`config.mk`:
```
export PLATFORM = sky130hd
export DESIGN_NAME = char_run_detect
export DESIGN_NICKNAME = d
export VERILOG_FILES = /design/src/rtl/crd_pkg.sv /design/src/rtl/crd_run_counter.sv /design/src/rtl/crd_status_latch.sv /design/src/rtl/char_run_detect.sv
export SDC_FILE = /design/constraint.sdc
export NUM_CORES = 1
export LEC_CHECK = 0
export ABC_AREA = 0
export BUFFER_PORTS_ARGS = -buffer_cell sky130_fd_sc_hd__buf_2
export CORE_ASPECT_RATIO = 0.6
export CORE_MARGIN = 1.5
export CORE_UTILIZATION = 35
export CTS_CLUSTER_SIZE = 8
export DETAILED_ROUTE_END_ITERATION = 10
export GPL_ROUTABILITY_DRIVEN = 1
export GPL_TIMING_DRIVEN = 0
export PLACE_DENSITY = 0.63
export SLEW_MARGIN = 20
export SYNTH_ARGS = -nofsm -noshare
export SYNTH_HDL_FRONTEND = slang
export SYNTH_SLANG_ARGS = --single-unit
export TNS_END_PERCENT = 10
```
`constraint.sdc`:
```
create_clock -name clk -period 2.22 [get_ports clk]
set_input_delay 0.333 -clock clk [delete_from_list [all_inputs] [get_ports clk]]
set_output_delay 0.333 -clock clk [all_outputs]
set_load 0.05 [all_outputs]
```
`src/rtl/crd_pkg.sv`:
```
package crd_pkg;
  parameter int unsigned DATA_W = 8;
  parameter int unsigned CNT_W  = 8;

  typedef logic [DATA_W-1:0] data_t;
  typedef logic [CNT_W-1:0]  cnt_t;
endpackage

```
`src/rtl/crd_run_counter.sv`:
```
module crd_run_counter
  import crd_pkg::*;
(
  input  logic  clk,
  input  logic  rst_n,
  input  logic  flush,
  input  logic  en,
  input  logic  vld,
  input  data_t data,
  input  data_t match_char,
  input  cnt_t  limit,
  output logic  hit,
  output cnt_t  run_len
);
  localparam int unsigned EXT_W = CNT_W + 1;

  cnt_t       run_q;
  cnt_t       run_d;
  logic       run_ce;
  logic       is_match;
  logic       at_limit;
  logic [EXT_W-1:0] run_plus1;

  assign is_match  = (data == match_char);
  assign at_limit  = (run_q >= limit);
  assign run_plus1 = {1'b0, run_q} + {{CNT_W{1'b0}}, 1'b1};

  // next-state
  always_comb begin
    run_ce = 1'b0;
    run_d  = run_q;
    hit    = 1'b0;
    if (flush || !en) begin
      run_ce = (run_q != '0);
      run_d  = '0;
    end else if (vld) begin
      run_ce = 1'b1;
      if (!is_match) begin
        run_d = '0;
      end else if (at_limit) begin
        run_d = run_q;
      end else begin
        run_d = run_plus1[CNT_W-1:0];
        hit   = (limit != '0) && (run_plus1 == {1'b0, limit});
      end
    end
  end

  // register
  always_ff @(posedge clk or negedge rst_n) begin
    if (!rst_n) begin
      run_q <= '0;
    end else if (run_ce) begin
      run_q <= run_d;
    end
  end

  assign run_len = run_q;

  a_r3_mismatch_restarts: assert property (@(posedge clk) disable iff (!rst_n)
    (en && vld && !is_match) |=> (run_len == '0));

  a_r5_disabled_idle: assert property (@(posedge clk) disable iff (!rst_n)
    (!en) |=> (run_len == '0));

  a_r7_saturates: assert property (@(posedge clk) disable iff (!rst_n)
    (en && !flush && vld && is_match && (run_len >= limit)) |=> $stable(run_len));

  a_r8_flush_clears_run: assert property (@(posedge clk) disable iff (!rst_n)
    flush |=> (run_len == '0));
endmodule

```
`src/rtl/crd_status_latch.sv`:
```
module crd_status_latch (
  input  logic clk,
  input  logic rst_n,
  input  logic flush,
  input  logic set_evt,
  input  logic clr_evt,
  output logic flag
);
  logic flag_q;
  logic flag_d;

  // next-state: flush first, then set beats clear
  always_comb begin
    flag_d = flag_q;
    if (flush)        flag_d = 1'b0;
    else if (set_evt) flag_d = 1'b1;
    else if (clr_evt) flag_d = 1'b0;
  end

  always_ff @(posedge clk or negedge rst_n) begin
    if (!rst_n) flag_q <= 1'b0;
    else        flag_q <= flag_d;
  end

  assign flag = flag_q;

  a_r6_sticky: assert property (@(posedge clk) disable iff (!rst_n)
    (flag && !clr_evt && !flush) |=> flag);

  a_r6_set_wins: assert property (@(posedge clk) disable iff (!rst_n)
    (set_evt && !flush) |=> flag);

  a_r8_flush_clears_flag: assert property (@(posedge clk) disable iff (!rst_n)
    flush |=> !flag);
endmodule

```
`src/rtl/char_run_detect.sv`:
```
module char_run_detect
  import crd_pkg::*;
(
  input  logic              clk,
  input  logic              rst_n,
  input  logic              byte_vld,
  input  logic [DATA_W-1:0] byte_data,
  input  logic [DATA_W-1:0] pat_char,
  input  logic [CNT_W-1:0]  pat_count,
  input  logic              det_en,
  input  logic              fifo_rst,
  input  logic              stat_clr,
  output logic              pat_flag
);
  logic hit;
  cnt_t run_len;

  crd_run_counter u_run (
    .clk        (clk),
    .rst_n      (rst_n),
    .flush      (fifo_rst),
    .en         (det_en),
    .vld        (byte_vld),
    .data       (byte_data),
    .match_char (pat_char),
    .limit      (pat_count),
    .hit        (hit),
    .run_len    (run_len)
  );

  crd_status_latch u_stat (
    .clk     (clk),
    .rst_n   (rst_n),
    .flush   (fifo_rst),
    .set_evt (hit),
    .clr_evt (stat_clr),
    .flag    (pat_flag)
  );

  a_r2_hit_sets_flag: assert property (@(posedge clk) disable iff (!rst_n)
    (hit && !fifo_rst) |=> pat_flag);

  a_r4_zero_count_idle: assert property (@(posedge clk) disable iff (!rst_n)
    ((pat_count == '0) && !pat_flag) |=> !pat_flag);

  a_r5_disabled_no_set: assert property (@(posedge clk) disable iff (!rst_n)
    (!det_en && !pat_flag) |=> !pat_flag);

  a_r7_no_refire: assert property (@(posedge clk) disable iff (!rst_n)
    ((run_len >= pat_count) && !pat_flag) |=> !pat_flag);

  a_r1_reset_clear: assert property (@(posedge clk)
    (!rst_n) |=> !pat_flag);
endmodule

```
==> metrics, run 1 <==
status completed; share of cells above drive strength 1 between 20 and 30%; Fmax achieved 474 MHz; vias in the first global route 1001; post-synthesis cell area between 0.001 and 0.0015 mm²; P&R area growth vs syn 24.1%; Worst-Margin Slew 0.427 ns; Diodes inserted 0; Ports 31; RSZ-0062 raised after global routing yes; cell taking the most area after synthesis dfrtp_1; Tmin final between 2 and 2.5 ns; 1st-pass router iterations 4; CP Buf/Inv Count 1; Post-DP Area 0.00133 mm²; dominant cells by area after synthesis dfrtp_1, xnor2_1, ha_1; via count around 1100; Post-synth EDFFs 0; Routed WL between 3 and 4 mm; Post-Layout Cell Count about 210; Worst-Skew Late Latency approximately 0.24 ns; Final period util 95.0%; Max stage delay cell, worst path dfrtp_2; Hold WS between 0.3 and 0.4 ns; Leak between 0.6 and 0.7 nW; synth cell count leaders xnor2_1, inv_1, ha_1; clk sinks 9; peak supply drop approximately 240 µV; Main synth FF type dfrtp_1; Initial Util 37.9%; Setup-failing EPs final 0; worst-path maximum fanout 4; die extent in y between 40 and 50 µm; hold path start stat_clr; Max Root-Sink Buffers 2; WP data required 2.35 ns; Post-CTS Setup Inserts 0; Post-Syn Area per Cell 8.39 µm²; Worst path max stage delay roughly 0.42 ns; RePlAce Congestion roughly 0.84; fin area 0.00140 mm²; DR DRC count 0; DP HPWL approximately 2.5 mm; fillers 319; Post-layout nets 210; Reg area roughly 230 µm²; post-synthesis sequential area ratio 20.0%; Mapped Nets 174; clock skew between 0.002 and 0.003 ns; via/cell ratio 5.18; Yosys reg bits 9; Crit Path Category flop to flop; Final ANT Viol Nets 0; count leader, synth xnor2_1; critical path's top delay family compound AO/OA/AOI/OAI gates; H-tree depth 1; HP Class input pin to flop; r2r startpoint u_run.run_len[0]; drt wl/cell 14.5 µm; placed cell count 206; CTS buffer count 3; total track usage roughly 18%; CTS tree done; Die ar. approximately 0.0036 mm²; CTS root buf clkbuf_8; largest net degree at the start of global routing 11; crit path launch u_run.run_len[0]; area of the core around 0.0030 mm²; Pwr Density 340 mW/mm²; Max Cap Viol 0; Synth cell types 40; ys async rst share 100%; area share of the largest cell type after synthesis roughly a fifth; Worst slew margin 71.3%; crit end category flop; initial drt markers between 50 and 60; Final Power between 0.0004 and 0.0005 W; Congestion Overflow GR 0; data arrival time of the worst path 2.24 ns; antenna violations before repair 0; Syn Inst Count 134; IO Port Bufs 30; clk slew on worst S/H paths 0.05 ns; synth warn 0; first-pass GRT wire length about 5 mm; Hold Vio Cnt, Final 0; Multi-input gate area approximately 840 µm²; critical path launch point type flop; Cell Rows 15; worst path cell trace inv_1 > ha_1 > nand2b_1 > a211oi_2 > o211ai_1 > a21oi_1 > o21ai_0 > a22o_1; Final Max Tran Viols 0; Die Wd around 76 µm
==> through the flow <==
step / util, % / setup WS, ns / TNS (ns)
after floorplan: - / 0.338 / 0
after global placement: 44.8 / 0.126 / 0
after detailed placement: 44.8 / -0.00548 / -0.00548
after CTS: 46.7 / 0.0618 / 0
after global routing: 47.1 / -0.0395 / -0.0702
final: 47.1 / 0.111 / 0
==> cell families after synthesis <==
family / synth area share (%)
AO/OA/AOI/OAI: 18.5
XOR/XNOR: 14.8
adder cells (fa/ha/maj): 11.1
buffers and inverters: 6.45
flip-flops: 20.0
multiplexers: 3.11
AND/OR/NAND/NOR: 26.0
==> sequential cells by signal, indices dropped and copies added, names as in the netlist <==
name,count
u_run.run_len,8
u_stat.flag,1
==> worst reg2reg max path: cells and delay by family (launching register included) <==
family | cells | cell delay (ns)
adder cells (fa/ha/maj) | 1 | 0.29
AND/OR/NAND/NOR | 1 | 0.16
AO/OA/AOI/OAI | 5 | 1.04
buffers and inverters | 1 | 0.09
flip-flops | 1 | 0.42
==> power by group <==
part | total (W) | switching, W | leakage (nW) | internal (W)
combinational | 0.000106 | 0.0000551 | 0.474 | 0.0000511
sequential | 0.000164 | 0.0000000817 | 0.124 | 0.000164
clock | 0.000205 | 0.0000783 | 0.0228 | 0.000126
total | 0.000475 | 0.000134 | 0.621 | 0.000342
==> metal layers <==
layer	part of all wire, %	global-route usage (%)	vias to the layer above
met5	0	0	-
met4	0	1.48	0
met3	5.8	5.63	0
met2	43	28.5	28
met1	52	25.7	508
li1	-	-	556
==> worst paths after layout <==
path	slack, ns	to	cells after the start
setup / recovery	0.11	u_run.run_len[4]	8
hold / removal	0.35	u_stat.flag	4
setup reg to reg	0.11	u_run.run_len[4]	8
hold reg to reg	0.49	u_stat.flag	2
max in group asynchronous	1.51	u_run.run_len[0]	2
min in group asynchronous	0.50	u_run.run_len[1]	2
==> final cells by class <==
type,count,area share (%)
multi-input cells,110,60.1
flip-flops and latches,9,16.2
repair buffers,31,11.5
well taps,42,3.76
clock buffers,4,3.23
inverters,12,3.23
plain buffers,3,1.97
==> cells in the final DEF, fill, tap and decap left out, drive strengths merged <==
cell type,count
a211oi,2
a21o,2
a21oi,5
a22o,2
and2,3
buf,33
clkbuf,4
dfrtp,9
dlygate4sd3,1
ha,10
inv,12
mux2,1
mux2i,2
nand2,9
nand2b,6
nand3,8
nand4,4
nor2,6
nor3,3
nor4,3
nor4b,3
o2111ai,2
o211ai,3
o21a,2
o21ai,9
o221ai,1
o22ai,1
o31ai,1
or2,1
or3,2
xnor2,16
xor2,3
==> repair_timing <==
item | in CTS | in global routing
hold buffers | 1 | 0
pin swaps | 0 | 2
endpoints found under the hold margin | 9 | 0
endpoints found under the setup margin | 2 | 7
gates resized for setup | 1 | 4
No activity file was read; power rests on OpenSTA's default activity.
==> inputs of run 2 (changes only) <==
- CTS_BUF_LIST: not set -> sky130_fd_sc_hd__clkbuf_2
==> run 2 against run 1 <==
Clock skew is 0.0077 ns higher. Worst hold slack worse by 0.041 ns. Maximum frequency is 1.4% higher. Non-clock buffer count is 2 higher. Sequential share of layout area is 0.24 points higher. Sequential cell count stayed put. Routed wire length is 3.4% lower. Count of clock-buffer cells in the layout stayed put. Die area stayed put. Global-route usage is 0.44 points lower. First-iteration DRC count is 2.0% lower. Critical endpoint is now u_run.run_len[6].
==> metrics, run 2 (synthesized netlist as in run 1, its figures left out) <==
status completed (unchanged); IO Port Bufs 30 (unchanged); dpl ws -0.00548 ns (unchanged); first-pass GRT wire length 4.80 mm (was 4.88 mm); Total Neg Setup Slack 0 ns (unchanged); RSZ-0062 raised after global routing no (was yes); setup slack, reg-to-reg 0.14 ns (was 0.11 ns); Routed WL 2.95 mm (was 3.05 mm); commonest non-fill, non-tap cells in the layout buf_2, xnor2_1, inv_1 (unchanged); Hold Path Sink u_stat.flag (unchanged); drt wl/cell 13.8 µm (was 14.5 µm); clock skew 0.0104 ns (was 0.00273 ns); initial drt markers 50 (was 51); Final period util 93.7% (was 95.0%); Ports 31 (unchanged); largest net degree at the start of global routing 11 (unchanged); Reg area 226 µm² (unchanged); hold path start stat_clr (unchanged); Congestion Overflow GR 0 (unchanged); via count 1109 (was 1092); P&R area growth vs syn 22.4% (was 24.1%); clk slew on worst S/H paths 0.11 ns (was 0.05 ns); Multi-input gate area 830 µm² (was 840 µm²); Setup-failing EPs final 0 (unchanged); fin area 0.00138 mm² (was 0.00140 mm²); max reg flops 8 (unchanged); Fmax achieved 481 MHz (was 474 MHz); CTS root buf clkbuf_2 (was clkbuf_8); Core Util, Final 46.4% (was 47.1%); fillers 321 (was 319); HP Class input pin to flop (unchanged); WP data required 2.42 ns (was 2.35 ns); Max Cap Viol 0 (unchanged); Die ar. 0.00357 mm² (unchanged); Worst slew margin 76.0% (was 71.3%); antenna violations before repair 0 (unchanged); CTS tree done (unchanged); crit end category flop (unchanged); Worst-Skew Late Latency 0.26 ns (was 0.24 ns); worst reg2reg endpoint u_run.run_len[6] (was u_run.run_len[4]); Hold Vio Cnt, Final 0 (unchanged); vias in the first global route 1009 (was 1001); Pwr Density 280 mW/mm² (was 340 mW/mm²); r2r startpoint u_run.run_len[0] (unchanged); die extent in y 46.9 µm (unchanged); leading cell type in the layout, fill and taps excluded buf_2 (unchanged); CTS buffer count 3 (unchanged); Setup WS post-layout 0.140 ns (was 0.111 ns); Die Wd 76.2 µm (unchanged); RePlAce Congestion 0.843 (unchanged); peak supply drop 165 µV (was 235 µV); worst-path maximum fanout 5 (was 4); H-tree depth 1 (unchanged); CP Buf/Inv Count 1 (unchanged); Diodes inserted 0 (unchanged); Crit Path Category flop to flop (unchanged); total track usage 17.7% (was 18.1%); critical path launch point type flop (unchanged); Initial Util 37.9% (unchanged); 1st-pass router iterations 4 (unchanged); Worst path max stage delay 0.43 ns (was 0.42 ns); Final ANT Viol Nets 0 (unchanged); Post-layout nets 212 (was 210); Post-DP Area 0.00133 mm² (unchanged); DR DRC count 0 (unchanged); clk sinks 9 (unchanged); Worst-Margin Slew 0.357 ns (was 0.427 ns); critical path's top delay family simple AND/OR/NAND/NOR gates (was compound AO/OA/AOI/OAI gates); Leak 0.626 nW (was 0.621 nW); data arrival time of the worst path 2.28 ns (was 2.24 ns); Reg2Reg Depth 8 (unchanged); Final Max Tran Viols 0 (unchanged); via/cell ratio 5.21 (was 5.18); Max stage delay cell, worst path dfrtp_2 (unchanged); area of the core 0.00297 mm² (unchanged); share of cells above drive strength 1 29.8% (was 29.6%); worst path cell trace inv_1 > ha_1 > nand2b_1 > a211oi_2 > o211ai_1 > and2_4 > nor4_1 > a21o_1 (was inv_1 > ha_1 > nand2b_1 > a211oi_2 > o211ai_1 > a21oi_1 > o21ai_0 > a22o_1); Cell Rows 15 (unchanged); Tmin final 2.08 ns (was 2.11 ns); DP HPWL 2.52 mm (unchanged); hold depth 4 (unchanged); Max Root-Sink Buffers 2 (unchanged)
==> run 2: changes by cell type in the layout (fill, tap and decap cells not counted), sizes merged <==
cell  before  now
buf       33   35
==> run 2: cell type report <==
type                    count  area share, %
multi-input cells         110           60.3
flip-flops and latches      9           16.5
repair buffers             33           12.7
well taps                  42           3.82
inverters                  12           3.27
plain buffers               3           2.00
clock buffers               4           1.45
==> run 2: worst max-delay path by stage <==
stage                      from                to  slack, ns  cells after the start
2_1_floorplan  u_run.run_len[0]  u_run.run_len[6]       0.34                      8
3_3_place_gp   u_run.run_len[0]  u_run.run_len[6]       0.13                      8
3_5_place_dp   u_run.run_len[0]  u_run.run_len[1]     -0.005                      8
4_1_cts        u_run.run_len[0]  u_run.run_len[6]       0.05                      8
5_1_grt        u_run.run_len[0]  u_run.run_len[4]       0.01                      8
6_report       u_run.run_len[0]  u_run.run_len[6]       0.14                      8
==> run 2: worst reg2reg max path, cell delays in order, from the launching register on <==
cell and delay, ns:
dfrtp_2 0.43, inv_1 0.09, ha_1 0.24, nand2b_1 0.16, a211oi_2 0.27, o211ai_1 0.19
and2_4 0.20, nor4_1 0.31, a21o_1 0.12
==> run 2: per-stage QoR <==
stage / total power, W / cells / hold WS (ns)
after floorplan: 0.000222 / 134 / 0.0374
final: 0.000385 / 213 / 0.313
after global placement: 0.000267 / 206 / 0.199
after detailed placement: 0.000270 / 206 / 0.211
after CTS: 0.000388 / 211 / 0.315
after global routing: 0.000410 / 213 / 0.329
==> run 2: repair_timing <==
action | CTS | global route
hold buffers | 1 | 0
resized for setup | 1 | 2
endpoints found under the hold margin | 9 | 0
cloned | 0 | 0
buffers inserted | 0 | 2
setup endpoints to repair | 3 | 8
pin swaps | 0 | 2
==> run 2: metal layers <==
layer | vias up | wire length (µm) | track usage (%)
li1 | 555 | - | -
met1 | 517 | 1480 | 25.7
met2 | 37 | 1270 | 27.4
met3 | 0 | 201 | 5.05
met4 | 0 | 0 | 1.11
met5 | - | 0 | 0
==> run 2: power breakdown <==
part / switching (W) / internal, W
registers: 0.0000000337 / 0.000164
logic: 0.0000539 / 0.0000511
clock network: 0.0000681 / 0.0000478
total: 0.000122 / 0.000263
==> inputs of run 3 (changes only) <==
- PLACE_DENSITY: 0.63 -> 0.64
- SYNTH_HIERARCHICAL: not set -> 1
==> run 3 against run 2 <==
Clock skew shrank 0.0075 ns. Die area is 4.8% lower. First-iteration DRC count up 30%. Maximum frequency is 3.3% lower. Largest power group unchanged.
==> metrics, run 3 <==
die extent in y 45.8 µm (was 46.9 µm); switching share of power 29.0% (was 31.7%); clk sinks 9 (unchanged); Max Root-Sink Buffers 2 (unchanged); critical path's top delay family compound AO/OA/AOI/OAI gates (was simple AND/OR/NAND/NOR gates); CTS root buf clkbuf_2 (unchanged); RePlAce Congestion 0.844 (was 0.843); Die Wd 74.3 µm (was 76.2 µm); Combinational Power Share 25.3% (was 27.3%); commonest non-fill, non-tap cells in the layout buf_2, inv_1, xor2_1 (was buf_2, xnor2_1, inv_1); Post-layout nets 208 (was 212); cell taking the most area after synthesis dfrtp_1 (unchanged); P&R area growth vs syn 26.3% (was 22.4%); peak supply drop 131 µV (was 165 µV); dominant cells by area after synthesis dfrtp_1, ha_1, xor2_1 (was dfrtp_1, xnor2_1, ha_1); Die ar. 0.00340 mm² (was 0.00357 mm²); Initial Util 36.9% (was 37.9%); total track usage 17.1% (was 17.7%); Tmin final 2.15 ns (was 2.08 ns); share of cells above drive strength 1 29.9% (was 29.8%); via count 1059 (was 1109); largest net degree at the start of global routing 10 (was 11); synth warn 6 (was 0); RSZ-0062 raised after global routing yes (was no); Syn Inst Count 130 (was 134); area of the core 0.00289 mm² (was 0.00297 mm²); Post-DP Area 0.00127 mm² (was 0.00133 mm²); 1st-pass router iterations 4 (unchanged); area share of the largest cell type after synthesis 21.1% (was 20.0%); Worst-Skew Late Latency 0.24 ns (was 0.26 ns); synth cell count leaders inv_1, xor2_1, ha_1 (was xnor2_1, inv_1, ha_1); Max stage delay cell, worst path dfrtp_1 (was dfrtp_2); Diodes inserted 0 (unchanged); H-tree depth 1 (unchanged); CP Buf/Inv Count 1 (unchanged); HP Class input pin to flop (unchanged); Reg area 226 µm² (unchanged); Hold Vio Cnt, Final 0 (unchanged); Clk pwr share 29.2% (was 30.1%); leading cell type in the layout, fill and taps excluded buf_2 (unchanged); Final Max Tran Viols 0 (unchanged); Mapped Nets 170 (was 174); P_int 0.000256 W (was 0.000263 W); worst path cell trace ha_1 > o2111ai_1 > o221a_4 > buf_4 > o31ai_1 > nand2_1 > o21ai_0 (was inv_1 > ha_1 > nand2b_1 > a211oi_2 > o211ai_1 > and2_4 > nor4_1 > a21o_1); status completed (unchanged); fin area 0.00135 mm² (was 0.00138 mm²); switching power 0.000104 W (was 0.000122 W); Ports 31 (unchanged); post-synthesis cell area 0.00107 mm² (was 0.00112 mm²); vias in the first global route 908 (was 1009); Post-Syn Area per Cell 8.21 µm² (was 8.39 µm²); clock skew 0.00295 ns (was 0.0104 ns); DP HPWL 2.22 mm (was 2.52 mm); first-pass GRT wire length 4.24 mm (was 4.80 mm); data arrival time of the worst path 2.30 ns (was 2.28 ns); CTS buffer count 3 (unchanged); drt wl/cell 12.4 µm (was 13.8 µm); via/cell ratio 5.07 (was 5.21); Post-synth EDFFs 0 (unchanged); Pwr Density 267 mW/mm² (was 280 mW/mm²); Synth cell types 42 (was 40); sequential share of power 45.5% (was 42.6%); initial drt markers 65 (was 50); CTS tree done (unchanged); WP data required 2.37 ns (was 2.42 ns); Main synth FF type dfrtp_1 (unchanged); count leader, synth inv_1 (was xnor2_1); Cell Rows 15 (unchanged); Worst path max stage delay 0.47 ns (was 0.43 ns); Yosys reg bits 9 (unchanged); DR DRC count 0 (unchanged); Worst slew margin 67.0% (was 76.0%); Final ANT Viol Nets 0 (unchanged); ys async rst share 100% (unchanged); Fmax achieved 465 MHz (was 481 MHz); critical path launch point type flop (unchanged); Crit Path Category flop to flop (unchanged); Routed WL 2.59 mm (was 2.95 mm); Multi-input gate area 774 µm² (was 830 µm²); Setup-failing EPs final 0 (unchanged); Congestion Overflow GR 0 (unchanged); Final period util 96.9% (was 93.7%); worst-path maximum fanout 7 (was 5); Leak 0.650 nW (was 0.626 nW); clk slew on worst S/H paths 0.09 ns (was 0.11 ns); Worst-Margin Slew 0.493 ns (was 0.357 ns); fillers 328 (was 321); post-synthesis sequential area ratio 21.1% (was 20.0%); antenna violations before repair 0 (unchanged); crit end category flop (unchanged); Hold WS 0.238 ns (was 0.313 ns); IO Port Bufs 30 (unchanged); max reg flops 8 (unchanged); Max Cap Viol 0 (unchanged)
==> run 3: cell count changes after synthesis, sizes merged, moves of 3 or more <==
cell,change
o21ai,-5
inv,+3
xor2,+8
and3,+4
xnor2,-10
nand4,-3
==> run 3: worst paths after layout <==
check,from,end,slack (ns),cells past startpoint
worst min register to register,u_stat/flag,u_stat/flag,0.56,2
worst min-delay path,fifo_rst,u_stat/flag,0.24,2
worst max register to register,u_run/run_len[4],u_run/run_len[1],0.07,7
worst max-delay path,u_run/run_len[4],u_run/run_len[1],0.07,7
max in group asynchronous,rst_n,u_run/run_len[1],1.54,2
min in group asynchronous,rst_n,u_run/run_len[5],0.48,2
==> run 3: kinds of logic after synthesis <==
group,share of synthesized area (%)
simple gates,23.9
compound gates,18.1
buf+inv,9.26
xor+xnor,14.0
fa+ha+maj,11.7
flops,21.1
mux,1.99
==> run 3: metrics by stage <==
stage               total power [W]  setup slack, ns  utilization (%)  instances  TNS (ns)
floorplan                  0.000208            0.117                -        130         0
global placement           0.000250           -0.139             43.9        202    -0.199
detailed placement         0.000252           -0.154             43.9        202    -0.222
CTS                        0.000363           0.0132             45.7        209         0
global route               0.000386         -0.00922             46.6        209  -0.00922
finish                     0.000360           0.0694             46.6        209         0
==> run 3: metal layers <==
layer / GRT usage (%) / vias up / wire length [µm]
li1: - / 537 / -
met1: 26.4 / 489 / 1290
met2: 24.3 / 33 / 1060
met3: 5.53 / 0 / 242
met4: 0 / 0 / 0
met5: 0 / - / 0
==> run 3: layout make-up <==
cell class / count / share of cell area (%)
buffer: 5 / 3.16
clock buffer: 4 / 1.49
inverter: 15 / 4.18
multi-input combinational: 101 / 57.5
sequential: 9 / 16.8
tap: 42 / 3.90
timing repair buffer: 33 / 13.0
==> run 3: timing repair <==
action | CTS | global route
setup buffers | 2 | 0
hold endpoints to repair | 9 | 0
setup endpoints to repair | 5 | 4
hold buffers | 1 | 0
pin swaps | 1 | 3
gates resized for setup | 1 | 6
==> run 3: power by group through the flow <==
stage / registers, W / logic [W] / clock network (W)
after global placement: 0.000167 / 0.0000824 / 0
after detailed placement: 0.000167 / 0.0000851 / 0
final: 0.000164 / 0.0000911 / 0.000105
after global routing: 0.000164 / 0.000102 / 0.000120
after floorplan: 0.000167 / 0.0000405 / 0
after CTS: 0.000164 / 0.0000884 / 0.000110
